**config.mk**
```make
export PLATFORM = sky130hd
export DESIGN_NAME = spi_xchg_top
export DESIGN_NICKNAME = d
export VERILOG_FILES = /design/src/rtl/spi_xchg_pkg.sv /design/src/rtl/spi_xchg_fifo.sv /design/src/rtl/spi_xchg_dp.sv /design/src/rtl/spi_xchg_ctrl.sv /design/src/rtl/spi_xchg_top.sv
export SDC_FILE = /design/constraint.sdc
export NUM_CORES = 1
export LEC_CHECK = 0
export ABC_AREA = 1
export ABC_CLOCK_PERIOD_IN_PS = 4300
export BUFFER_PORTS_ARGS = -buffer_cell sky130_fd_sc_hd__buf_2
export CORE_ASPECT_RATIO = 0.8
export CORE_MARGIN = 3
export CORE_UTILIZATION = 45
export DETAILED_ROUTE_END_ITERATION = 7
export GPL_TIMING_DRIVEN = 0
export PLACE_DENSITY = 0.65
export SYNTH_ARGS = -nofsm -noshare
export SYNTH_HDL_FRONTEND = slang
export SYNTH_SLANG_ARGS = --single-unit
```
**constraint.sdc**
```tcl
create_clock -name clk -period 4.3 [get_ports clk]
set_clock_uncertainty 0.15 [all_clocks]
set_input_delay 0.215 -clock clk [delete_from_list [all_inputs] [get_ports clk]]
set_output_delay 0.215 -clock clk [all_outputs]
set_load 0.02 [all_outputs]
```
**src/rtl/spi_xchg_pkg.sv**
```systemverilog
package spi_xchg_pkg;
  localparam int REG_W  = 16;
  localparam int BYTE_W = 8;

  localparam logic [2:0] ADDR_CTRL  = 3'd0;
  localparam logic [2:0] ADDR_COUNT = 3'd1;
  localparam logic [2:0] ADDR_SRST  = 3'd2;
  localparam logic [2:0] ADDR_TXD   = 3'd3;
  localparam logic [2:0] ADDR_RXD   = 3'd4;
  localparam logic [2:0] ADDR_STAT  = 3'd5;

  // per-cycle commands from control to datapath
  typedef struct packed {
    logic load;    // pop tx queue into shift register
    logic sample;  // capture miso (rising sck)
    logic shift;   // advance tx shift register (falling sck)
    logic push;    // write completed rx byte into rx queue
  } xchgStrobe_t;
endpackage

```
**src/rtl/spi_xchg_fifo.sv**
```systemverilog
module spi_xchg_fifo #(
  parameter int DEPTH = 8,
  parameter int WIDTH = 8
) (
  input  logic             clk,
  input  logic             rstN,
  input  logic             push,
  input  logic [WIDTH-1:0] pushData,
  input  logic             pop,
  output logic [WIDTH-1:0] popData,
  output logic             empty,
  output logic             full
);
  localparam int AW = (DEPTH > 1) ? $clog2(DEPTH) : 1;
  localparam logic [AW-1:0] LAST = AW'(DEPTH - 1);
  localparam logic [AW:0]   FULLCNT = (AW + 1)'(DEPTH);

  logic [WIDTH-1:0] mem [DEPTH];
  logic [AW-1:0] wrPtr, rdPtr;
  logic [AW:0]   count;
  logic doPush, doPop;

  assign doPush  = push && !full;
  assign doPop   = pop && !empty;
  assign empty   = (count == '0);
  assign full    = (count == FULLCNT);
  assign popData = mem[rdPtr];

  always_ff @(posedge clk) begin
    if (doPush) mem[wrPtr] <= pushData;
  end

  always_ff @(posedge clk or negedge rstN) begin
    if (!rstN) begin
      wrPtr <= '0;
      rdPtr <= '0;
      count <= '0;
    end else begin
      if (doPush) wrPtr <= (wrPtr == LAST) ? '0 : wrPtr + 1'b1;
      if (doPop)  rdPtr <= (rdPtr == LAST) ? '0 : rdPtr + 1'b1;
      case ({doPush, doPop})
        2'b10:   count <= count + 1'b1;
        2'b01:   count <= count - 1'b1;
        default: count <= count;
      endcase
    end
  end
endmodule

```
**src/rtl/spi_xchg_dp.sv**
```systemverilog
module spi_xchg_dp
  import spi_xchg_pkg::*;
#(
  parameter int DEPTH = 8
) (
  input  logic              clk,
  input  logic              rstN,
  input  xchgStrobe_t       stb,
  input  logic              modeRecv,
  input  logic              miso,
  input  logic              txPush,
  input  logic [BYTE_W-1:0] txData,
  input  logic              rxPop,
  output logic              mosi,
  output logic [BYTE_W-1:0] rxData,
  output logic              txEmpty,
  output logic              txFull,
  output logic              rxEmpty,
  output logic              rxFull
);
  logic [BYTE_W-1:0] txHead, txShift, rxShift;

  spi_xchg_fifo #(.DEPTH(DEPTH), .WIDTH(BYTE_W)) u_txq (
    .clk(clk), .rstN(rstN), .push(txPush), .pushData(txData),
    .pop(stb.load), .popData(txHead), .empty(txEmpty), .full(txFull)
  );

  spi_xchg_fifo #(.DEPTH(DEPTH), .WIDTH(BYTE_W)) u_rxq (
    .clk(clk), .rstN(rstN), .push(stb.push), .pushData(rxShift),
    .pop(rxPop), .popData(rxData), .empty(rxEmpty), .full(rxFull)
  );

  always_ff @(posedge clk or negedge rstN) begin
    if (!rstN) begin
      txShift <= '1;
      rxShift <= '0;
    end else begin
      if (stb.load)        txShift <= txHead;
      else if (stb.shift)  txShift <= {txShift[BYTE_W-2:0], 1'b1};
      if (stb.sample)      rxShift <= {rxShift[BYTE_W-2:0], miso};
    end
  end

  assign mosi = modeRecv ? 1'b1 : txShift[BYTE_W-1];
endmodule

```
**src/rtl/spi_xchg_ctrl.sv**
```systemverilog
module spi_xchg_ctrl
  import spi_xchg_pkg::*;
#(
  parameter int CNT_W = 10,
  parameter int DIV_W = 8
) (
  input  logic              clk,
  input  logic              rstN,
  input  logic              regWe,
  input  logic              regRe,
  input  logic [2:0]        regAddr,
  input  logic [REG_W-1:0]  regWdata,
  output logic [REG_W-1:0]  regRdata,
  input  logic [BYTE_W-1:0] rxData,
  input  logic              txEmpty,
  input  logic              txFull,
  input  logic              rxEmpty,
  input  logic              rxFull,
  output xchgStrobe_t       stb,
  output logic              modeRecv,
  output logic              txPush,
  output logic [BYTE_W-1:0] txData,
  output logic              rxPop,
  output logic              sck,
  output logic              csN,
  output logic              irq
);
  localparam int BIT_W = $clog2(BYTE_W);
  localparam logic [BIT_W-1:0] LAST_BIT = BIT_W'(BYTE_W - 1);
  localparam logic [CNT_W-1:0] CNT_ONE = CNT_W'(1);

  typedef enum logic [1:0] {S_IDLE, S_LOW, S_HIGH} phase_e;

  logic [REG_W-1:0] ctrlReg;
  logic [CNT_W-1:0] xchgCount, byteCnt;
  logic [BIT_W-1:0] bitCnt;
  logic [DIV_W-1:0] divCnt, divisor;
  logic [2:0]       stat, statSet, statEn;
  logic             rxHalt, sckR;
  phase_e           phase;

  logic startBit, wrCtrl, softClr, restart, rdStat;
  logic owed, canRun, stallNow, halfDone, byteEnd;

  assign startBit = ctrlReg[0];
  assign modeRecv = ctrlReg[1];
  assign csN      = ctrlReg[2];
  assign statEn   = ctrlReg[5:3];
  assign divisor  = ctrlReg[8 +: DIV_W];

  assign wrCtrl  = regWe && (regAddr == ADDR_CTRL);
  assign softClr = regWe && (regAddr == ADDR_SRST) && (regWdata == '0);
  assign restart = wrCtrl && regWdata[0];
  assign rdStat  = regRe && (regAddr == ADDR_STAT);
  assign txPush  = regWe && (regAddr == ADDR_TXD);
  assign txData  = regWdata[BYTE_W-1:0];
  assign rxPop   = regRe && (regAddr == ADDR_RXD);

  assign owed     = byteCnt < xchgCount;
  assign canRun   = startBit && !rxHalt && owed && (modeRecv ? !rxFull : !txEmpty);
  assign stallNow = !softClr && (phase == S_IDLE) && startBit && modeRecv
                    && !rxHalt && owed && rxFull;
  assign halfDone = !softClr && (divCnt == divisor);
  assign byteEnd  = (phase == S_HIGH) && halfDone && (bitCnt == LAST_BIT);

  always_comb begin
    stb        = '0;
    stb.load   = !softClr && (phase == S_IDLE) && canRun && !modeRecv;
    stb.sample = (phase == S_LOW) && halfDone;
    stb.shift  = (phase == S_HIGH) && halfDone && (bitCnt != LAST_BIT);
    stb.push   = byteEnd && modeRecv;
  end

  assign statSet[0] = byteEnd && ((byteCnt + CNT_ONE) == xchgCount);
  assign statSet[1] = byteEnd && !modeRecv && txEmpty;
  assign statSet[2] = stallNow;

  // host-visible registers
  always_ff @(posedge clk or negedge rstN) begin
    if (!rstN) begin
      ctrlReg   <= REG_W'(16'h0004);
      xchgCount <= '0;
      stat      <= '0;
    end else begin
      if (wrCtrl) ctrlReg <= regWdata;
      if (regWe && (regAddr == ADDR_COUNT)) xchgCount <= regWdata[CNT_W-1:0];
      for (int i = 0; i < 3; i++) begin
        if (statSet[i])  stat[i] <= 1'b1;
        else if (rdStat) stat[i] <= 1'b0;
      end
    end
  end

  // serial sequencer
  always_ff @(posedge clk or negedge rstN) begin
    if (!rstN) begin
      phase   <= S_IDLE;
      byteCnt <= '0;
      bitCnt  <= '0;
      divCnt  <= '0;
      sckR    <= 1'b0;
      rxHalt  <= 1'b0;
    end else if (softClr) begin
      phase   <= S_IDLE;
      byteCnt <= '0;
      bitCnt  <= '0;
      divCnt  <= '0;
      sckR    <= 1'b0;
      rxHalt  <= 1'b0;
    end else begin
      case (phase)
        S_IDLE: begin
          if (canRun) begin
            phase  <= S_LOW;
            divCnt <= '0;
            bitCnt <= '0;
          end else if (stallNow) begin
            rxHalt <= 1'b1;
          end
        end
        S_LOW: begin
          if (halfDone) begin
            divCnt <= '0;
            sckR   <= 1'b1;
            phase  <= S_HIGH;
          end else begin
            divCnt <= divCnt + 1'b1;
          end
        end
        S_HIGH: begin
          if (halfDone) begin
            divCnt <= '0;
            sckR   <= 1'b0;
            if (bitCnt == LAST_BIT) begin
              phase   <= S_IDLE;
              byteCnt <= byteCnt + CNT_ONE;
            end else begin
              bitCnt <= bitCnt + 1'b1;
              phase  <= S_LOW;
            end
          end else begin
            divCnt <= divCnt + 1'b1;
          end
        end
        default: phase <= S_IDLE;
      endcase
      if (restart) rxHalt <= 1'b0;
    end
  end

  assign sck = sckR;
  assign irq = |(stat & statEn);

  always_comb begin
    case (regAddr)
      ADDR_CTRL:  regRdata = ctrlReg;
      ADDR_COUNT: regRdata = REG_W'(xchgCount);
      ADDR_RXD:   regRdata = REG_W'(rxData);
      ADDR_STAT:  regRdata = REG_W'({!rxEmpty, txFull, stat});
      default:    regRdata = '0;
    endcase
  end
endmodule

```
**src/rtl/spi_xchg_top.sv**
```systemverilog
module spi_xchg_top
  import spi_xchg_pkg::*;
#(
  parameter int DEPTH = 8,
  parameter int CNT_W = 10,
  parameter int DIV_W = 8
) (
  input  logic        clk,
  input  logic        rstN,
  input  logic        regWe,
  input  logic        regRe,
  input  logic [2:0]  regAddr,
  input  logic [15:0] regWdata,
  output logic [15:0] regRdata,
  output logic        sck,
  output logic        mosi,
  input  logic        miso,
  output logic        csN,
  output logic        irq
);
  xchgStrobe_t       stb;
  logic              modeRecv, txPush, rxPop;
  logic              txEmpty, txFull, rxEmpty, rxFull;
  logic [BYTE_W-1:0] txData, rxData;

  spi_xchg_ctrl #(.CNT_W(CNT_W), .DIV_W(DIV_W)) u_ctrl (
    .clk(clk), .rstN(rstN), .regWe(regWe), .regRe(regRe), .regAddr(regAddr),
    .regWdata(regWdata), .regRdata(regRdata), .rxData(rxData),
    .txEmpty(txEmpty), .txFull(txFull), .rxEmpty(rxEmpty), .rxFull(rxFull),
    .stb(stb), .modeRecv(modeRecv), .txPush(txPush), .txData(txData),
    .rxPop(rxPop), .sck(sck), .csN(csN), .irq(irq)
  );

  spi_xchg_dp #(.DEPTH(DEPTH)) u_dp (
    .clk(clk), .rstN(rstN), .stb(stb), .modeRecv(modeRecv), .miso(miso),
    .txPush(txPush), .txData(txData), .rxPop(rxPop), .mosi(mosi),
    .rxData(rxData), .txEmpty(txEmpty), .txFull(txFull),
    .rxEmpty(rxEmpty), .rxFull(rxFull)
  );
endmodule

```
# --- Word-level counts from Yosys, hierarchy flattened ---
# Memories as Yosys holds them, arrays and structs flattened.
# Index checks and enable logic that the tools add are counted.
word_totals:
  regBits: 90
  latch_bits: 0
  ramBits: 128
  romBits: 0
  elab_cells: 173
  memories: 2
memory_table:
  columns: ["name", "words", "width", "rd", "rd_ports_with_merged_regs", "write_ports", "line_no", "text"]
  rows:
  - ["u_dp.u_rxq.mem", 8, 8, 1, 0, 1, "spi_xchg_fifo.sv:18", "logic [WIDTH-1:0] mem [DEPTH];"]
  - ["u_dp.u_txq.mem", 8, 8, 1, 0, 1, "spi_xchg_fifo.sv:18", null]
op_classes:
  addsub: 11
  mul: 0
  div: 0
  order_cmp: 1
  eq_ne: 26
  shifts: 0
  muxes: 47
  n_bitwise: 1
  n_reduce_logical: 66
ops:
  columns: ["op", "n"]
  rows:
  - ["16-bit one-hot mux with 4 select lines", 1]
  - ["10-bit 2-to-1 mux", 4]
  - ["8-bit 2-to-1 mux", 5]
  - ["1-bit logical AND", 32]
  - ["3-bit 2-to-1 mux", 8]
  - ["3-bit equality test, second input constant", 7]
  - ["1-bit 2-to-1 mux", 19]
  - ["2-bit nonzero test", 9]
  - ["16-bit logical NOT", 1]
  - ["4-bit one-hot mux with 2 select lines", 2]
  - ["8-bit one-hot mux with 2 select lines", 1]
  - ["3-bit by 1-bit adder with 3-bit output, second input constant", 5]
  - ["3-bit nonzero test", 5]
  - ["3-bit by 1-bit != test with 1-bit output, second input constant", 4]
  - ["3-bit AND reduction", 4]
  - ["10-bit by 1-bit adder with 10-bit output, second input constant", 1]
  - ["10-bit equality test", 1]
  - ["10-bit less-than comparator", 1]
  - ["4-bit by 1-bit adder with 4-bit output, second input constant", 2]
  - ["8-bit by 1-bit adder with 8-bit output, second input constant", 1]
  - ["4-bit equality test, second input constant", 2]
  - ["8-bit equality test", 1]
  - ["4-bit logical NOT", 2]
  - ["2-bit 2-to-1 mux", 4]
  - ["other kinds (18)", 30]

# --- Logic depth before layout (Yosys ltp) ---
logic_depth:
  depth_word: 15
  mapped_depth: 18
  depth_no_buf: 16

# --- By module ---
# From an unflattened synthesis, not the netlist that was laid out.
unflattened:
  hier_cells: 1300
  hier_area_um2: 11234.5
by_module_without_submodules:
  columns: ["module", "instances", "cells_each", "area_each_um2"]
  rows:
  - ["spi_xchg_ctrl", 1, 498, 3687.3]
  - ["spi_xchg_fifo at u_dp.u_txq", 1, 364, 3427.0]
  - ["spi_xchg_fifo at u_dp.u_rxq", 1, 364, 3424.5]
  - ["spi_xchg_dp", 1, 74, 695.7]

# --- Least setup slack after synthesis ---
# No wires, ideal clock.
synth_timing:
  path_kind: "reg2reg"
  start: "register u_ctrl.divCnt[5]"
  end: "register u_dp.u_rxq.count[3]"
  arrival_time_ns: 2.444
  required_time_ns: 4.029
  path_slack_ns: 1.585
  path_stages_with_launch: 18
  path_buffers: 2
  period_less_slack_ns: 2.715
  path_cell_list: "dfrtp_1 > buf_4 > nand2_1 > nand2_1 > nor2_1 > nand2_2 > nor2_8 > nand4_4 > buf_6 > ha_1 > ha_1 > nand2_1 > nor2_1 > a211oi_1 > nor2_1 > nor2_1 > nand2_1 > xor2_1"
synth_between:
  elab_chain_len: 8
  elab_cells_between_ends: 10
  classes_between: "3 x eq/ne; 1 x mux; 6 x reduce/logical"
synth_rtl:
  columns: ["item", "line_no", "text"]
  rows:
  - ["from (decl)", "spi_xchg_ctrl.sv:37", "logic [DIV_W-1:0] divCnt, divisor;"]
  - ["from (signal assigned)", "spi_xchg_ctrl.sv:127", "divCnt <= divCnt + 1'b1;"]
  - ["from (signal assigned)", "spi_xchg_ctrl.sv:142", "divCnt <= divCnt + 1'b1;"]
  - ["8-bit equality test (*)", "spi_xchg_ctrl.sv:63", "assign halfDone = !softClr && (divCnt == divisor);"]
  - ["1-bit logical AND (*)", "spi_xchg_ctrl.sv:63", null]
  - ["1-bit logical AND (*) (2 in a row)", "spi_xchg_ctrl.sv:64", "assign byteEnd = (phase == S_HIGH) && halfDone && (bitCnt == LAST_BIT);"]
  - ["1-bit logical AND (*)", "spi_xchg_ctrl.sv:71", "stb.push = byteEnd && modeRecv;"]
  - ["1-bit logical AND (*)", "spi_xchg_fifo.sv:23", "assign doPush = push && !full;"]
  - ["2-bit by 1-bit equality test with 1-bit output or 2-bit equality test (tied branches)", "spi_xchg_fifo.sv:41", "case ({doPush, doPop})"]
  - ["4-bit one-hot mux with 2 select lines or 2-bit nonzero test (tied branches)", null, null]
  - ["to (signal assigned)", "spi_xchg_fifo.sv:42", "2'b10: count <= count + 1'b1;"]
  - ["to (signal assigned)", "spi_xchg_fifo.sv:43", "2'b01: count <= count - 1'b1;"]
  - ["to (signal assigned)", "spi_xchg_fifo.sv:44", "default: count <= count;"]
  - ["to (decl)", "spi_xchg_fifo.sv:20", "logic [AW:0] count;"]
# Every way passes the cells marked *; elsewhere a longest branch is shown, timed or not.
# A chain may end at the register's enable or synchronous reset.

# --- Final worst setup path ---
layout_timing:
  start: "register u_ctrl.xchgCount[8]"
  end: "register u_dp.u_txq.count[3]"
layout_between:
  elab_chain_len: 8
  elab_cells_between_ends: 10
  classes_between: "1 x order compare; 2 x eq/ne; 1 x mux; 6 x reduce/logical"
layout_rtl:
  columns: ["item", "line_no", "text"]
  rows:
  - ["from (decl)", "spi_xchg_ctrl.sv:35", "logic [CNT_W-1:0] xchgCount, byteCnt;"]
  - ["from (signal assigned)", "spi_xchg_ctrl.sv:86", "if (regWe && (regAddr == ADDR_COUNT)) xchgCount <= regWdata[CNT_W-1:0];"]
  - ["10-bit less-than comparator (*)", "spi_xchg_ctrl.sv:59", "assign owed = byteCnt < xchgCount;"]
  - ["1-bit logical AND (*) (2 in a row)", "spi_xchg_ctrl.sv:60", "assign canRun = startBit && !rxHalt && owed && (modeRecv ? !rxFull : !txEmpty);"]
  - ["1-bit logical AND (*) (2 in a row)", "spi_xchg_ctrl.sv:68", "stb.load = !softClr && (phase == S_IDLE) && canRun && !modeRecv;"]
  - ["1-bit logical AND (*)", "spi_xchg_fifo.sv:24", "assign doPop = pop && !empty;"]
  - ["named net u_dp.u_txq.doPop", "spi_xchg_fifo.sv:21", "logic doPush, doPop;"]
  - ["2-bit by 1-bit equality test with 1-bit output or 2-bit equality test (tied branches)", "spi_xchg_fifo.sv:41", null]
  - ["4-bit one-hot mux with 2 select lines or 2-bit nonzero test (tied branches)", null, null]
  - ["to (signal assigned)", "spi_xchg_fifo.sv:42", null]
  - ["to (signal assigned)", "spi_xchg_fifo.sv:43", null]
  - ["to (signal assigned)", "spi_xchg_fifo.sv:44", null]
  - ["to (decl)", "spi_xchg_fifo.sv:20", null]
# The timed path passes the listed nets; every way through them passes the cells marked *.

==> run_results.csv <==
group,metric,value,unit
global_routing,grt_use_total,21.17,%
sta,fmax,297.1,MHz
clock_tree,cts.path.max_buffers,3,
sta,hold_viol,0,
hold_path,hp-class,"in -> async",
final_layout,fillers,2052,
clock_tree,clk_pin_slew,0.06,ns
sta,tightest_slew,1.298,ns
sta,slew-limit-headroom,12.83,%
logic_synthesis,synth_fa_ha_area_share,4.011,%
global_routing,grt_pass1_wl,42140,um
logic_synthesis,synth_cells,1074,
worst_setup_path,worstReg2RegEnd,"u_dp.u_txq.count[3]",
logic_synthesis,synth_cell_types,47,
clock_tree,cts_sinks,218,
worst_setup_path,crit_type,"reg -> reg",
worst_setup_path,cp-start-kind,"register",
die,core,22680,sq um
die,fp.dieArea,25170,sq um
logic_synthesis,yosys_warnings,0,
job,cap_violations,0,
final_layout,n_antenna_cell,0,
die,die_width,176.6,um
place,placed_cell_area,11130,sq um
power,seqPwrFrac,41.5,%
power,vdd_ir_drop_max,0.2353,mV
logic_synthesis,syn_avg_cell_area,9.758,sq um
place,numPlacedInstances,1425,
sta,fin_tns_setup,0,ns
sta,hold_ws,0.06028,ns
route,drc,0,
route,routedWlPerCell,17.22,um
logic_synthesis,synthesis.nets,1131,
final_layout,final_common_cell,"nand2_1",
sta,setup_slack,0.9346,ns
power,finalPower,6.375,mW
logic_synthesis,synth_top_family_by_area,"simple AND/OR/NAND/NOR gates",
worst_setup_path,endpoint,"u_dp.u_txq.count[3]",
die,die_y,142.5,um
place,portBuffers,43,
power,leakagePower,5.039,nW
final_layout,fin_area,12110,sq um
worst_setup_path,r2r_cells,15,
logic_synthesis,synth_compound_area_share,9.432,%
clock_tree,cts_resized,0,
worst_setup_path,path_buf_inv,2,
final_layout,multi_input_area,3840,sq um
route,firstDrtPassIters,5,
worst_setup_path,crit_slowest_cell,"nor3b_1",
logic_synthesis,seq_area_frac_synth,58.27,%
global_routing,grt_overflow,0,
worst_setup_path,cp_num_cells,15,
route,totalWireLength,25620,um
worst_setup_path,worstSetupEndpointType,"register",
logic_synthesis,yosys.area_share.simple,21.18,%
power,internal_power,4.212,mW
sta,drv_slew,0,
outcome,status,"finished clean",
power,clockPowerShare,31.6,%
route,vias,7949,
worst_setup_path,cp_data_arrival_time,3.65,ns
global_routing,grt_max_degree,59,
worst_setup_path,rrSetupSlack,0.93,ns
power,p_sw_share,33.93,%
clock_tree,htreeDepth,1,
clock_tree,root_buffer,"clkbuf_16",
worst_setup_path,cp_common_cell,"nand2_1",
clock_tree,cts_made_buffers,24,
sta,period_share,78.26,%
final_layout,area.sequential,6107,sq um
worst_setup_path,crit_start,"u_ctrl.xchgCount[8]",
logic_synthesis,synth.area.mux_share,0.4776,%
worst_setup_path,worstPathRequired,4.59,ns
route,drt-initial-drc-count,790,
sta,setup_violations,0,
route,postRouteAntennaNets,0,
route,via_per_inst,5.342,
power,p_sw,2.163,mW
final_layout,fin_nets,1221,
sta,period_minus_slack,3.365,ns
power,comb_power_share,26.9,%
global_routing,antenna_found_initial,1,
final_layout,drive_gt1_share,12.44,%
power,p_per_area,526.3,nW/um^2
worst_setup_path,crit_path_max_incr_delay,0.43,ns
final_layout,utilization,53.40,%
place,globalplace.congestion,0.8319,
global_routing,grt_pass1_vias,7601,
die,start_util,46.20,%
die,io-pin-count,44,
worst_setup_path,reg2reg_from,"u_ctrl.xchgCount[8]",
logic_synthesis,syn-cell-area,10480,sq um
worst_setup_path,path_max_fanout,11,
clock_tree,tritoncts,"yes",
clock_tree,hold_buffers,19,
logic_synthesis,synth-xor-area-share,1.254,%
clock_tree,postCtsSetupBuffers,0,
final_layout,layout_common_cells,"nand2_1 (221), nor2_1 (133), edfxtp_1 (128), o21ai_0 (98), inv_1 (90)",
final_layout,syn2layout_area_growth,15.58,%
clock_tree,worstSkewPairLatency,0.52,ns
sta,rsz0062_at_grt,"no",
worst_setup_path,path_delay_family,"simple AND/OR/NAND/NOR gates",
final_layout,stdcell_count,1488,
place,hpwl,18480,um
die,rows,49,
logic_synthesis,ys_seq_elements,218,
place,dpl_worst_slack,1.046,ns
worst_setup_path,crit_chain,"inv_1, ha_1, nand2_1, nor2_1, nor3b_1, nand3_2, nor2_4, buf_6, ha_1, xor2_1, nand2_1, o21ai_0, nand2_1, a21oi_1, xor2_1",
## final cells by class
type | count | share of cell area (%)
clock inverters | 10 | 0.6301
well taps | 306 | 3.161
flip-flops and latches | 218 | 50.42
clock buffers | 34 | 5.785
inverters | 104 | 3.223
repair buffers | 64 | 3.657
plain buffers | 34 | 1.425
multi-input cells | 718 | 31.70
## routing by layer
layer  GRT usage (%)  vias to the layer above  part of all wire (%)
met5               0                        -                     0
met4           3.471                        0                   1.4
met3           3.173                       30                   6.4
met2           31.55                      248                    43
met1           33.44                     3806                    49
li1                -                     3865                     -
## synth_stat cells, drive strengths merged
library cell	number	share of area (%)
nor2	143	5.6
buf	9	0.75
a221oi	3	0.25
o21ai	111	5.3
a211oi	1	0.072
o32ai	2	0.17
dfrtp	81	19
clkbuf	25	0.90
nor3	14	0.67
a22oi	1	0.072
mux2i	5	0.48
a21oi	4	0.19
ha	32	3.8
nand3b	3	0.21
o21a	1	0.072
nand2	229	8.4
o211ai	13	0.93
a21o	1	0.072
or2	5	0.30
nor3b	2	0.14
o22ai	9	0.54
o221ai	18	1.5
nand3	82	4.4
dfstp	9	2.3
clkinv	1	0.036
o21bai	2	0.14
inv	103	3.7
o2111ai	1	0.084
nand4	19	1.3
edfxtp	128	37
and2	1	0.060
fa	1	0.19
xnor2	6	0.50
xor2	9	0.75
## kinds of logic after synthesis
| group | count (synthesis) |
|---|---|
| DFF | 218 |
| AOI/OAI and AO/OA | 167 |
| and+or+nand+nor | 498 |
| buffers and inverters | 138 |
| muxes | 5 |
| xor gates and xnor gates | 15 |
| adders and majority gates | 33 |
## power by group through the flow
| stage | Combinational (mW) | Clock (mW) | Sequential, mW |
|---|---|---|---|
| after floorplan | 1.21 | 0 | 2.62 |
| after global placement | 1.65 | 0 | 2.67 |
| after global routing | 1.95 | 2.14 | 2.67 |
| final | 1.72 | 2.01 | 2.65 |
| after CTS | 1.72 | 2.05 | 2.64 |
| after detailed placement | 1.69 | 0 | 2.68 |
## worst min-delay path by stage
stage / endpoint / slack (ns) / from
after floorplan: u_ctrl.bitCnt[0] / -0.23 / rstN
after global placement: u_dp.rxShift[0] / 0.27 / miso
after detailed placement: u_dp.u_rxq.count[0] / 0.06 / rstN
after CTS: u_ctrl.ctrlReg[12] / 0.04 / regWe
after global routing: u_ctrl.ctrlReg[15] / 0.06 / regWe
final: u_dp.u_rxq.count[0] / 0.06 / rstN
## state kept, by name (all words and copies together) (netlist names), 4 cells and up
| signal | flops |
|---|---|
| u_ctrl.byteCnt | 10 |
| u_ctrl.ctrlReg | 16 |
| u_ctrl.divCnt | 8 |
| u_ctrl.xchgCount | 10 |
| u_dp.rxShift | 8 |
| u_dp.txShift | 8 |
| u_dp.u_rxq.count | 4 |
| u_dp.u_rxq.mem | 64 |
| u_dp.u_txq.count | 4 |
| u_dp.u_txq.mem | 64 |
## worst register-to-register path, stage by stage (launching register included)
cell	delay, ns
dfrtp_1	0.41
inv_1	0.14
ha_1	0.26
nand2_1	0.10
nor2_1	0.05
nor3b_1	0.43
nand3_2	0.21
nor2_4	0.22
buf_6	0.20
ha_1	0.24
xor2_1	0.21
nand2_1	0.10
o21ai_0	0.17
nand2_1	0.06
a21oi_1	0.15
xor2_1	0.16
Power figures use the tool's default switching activity.
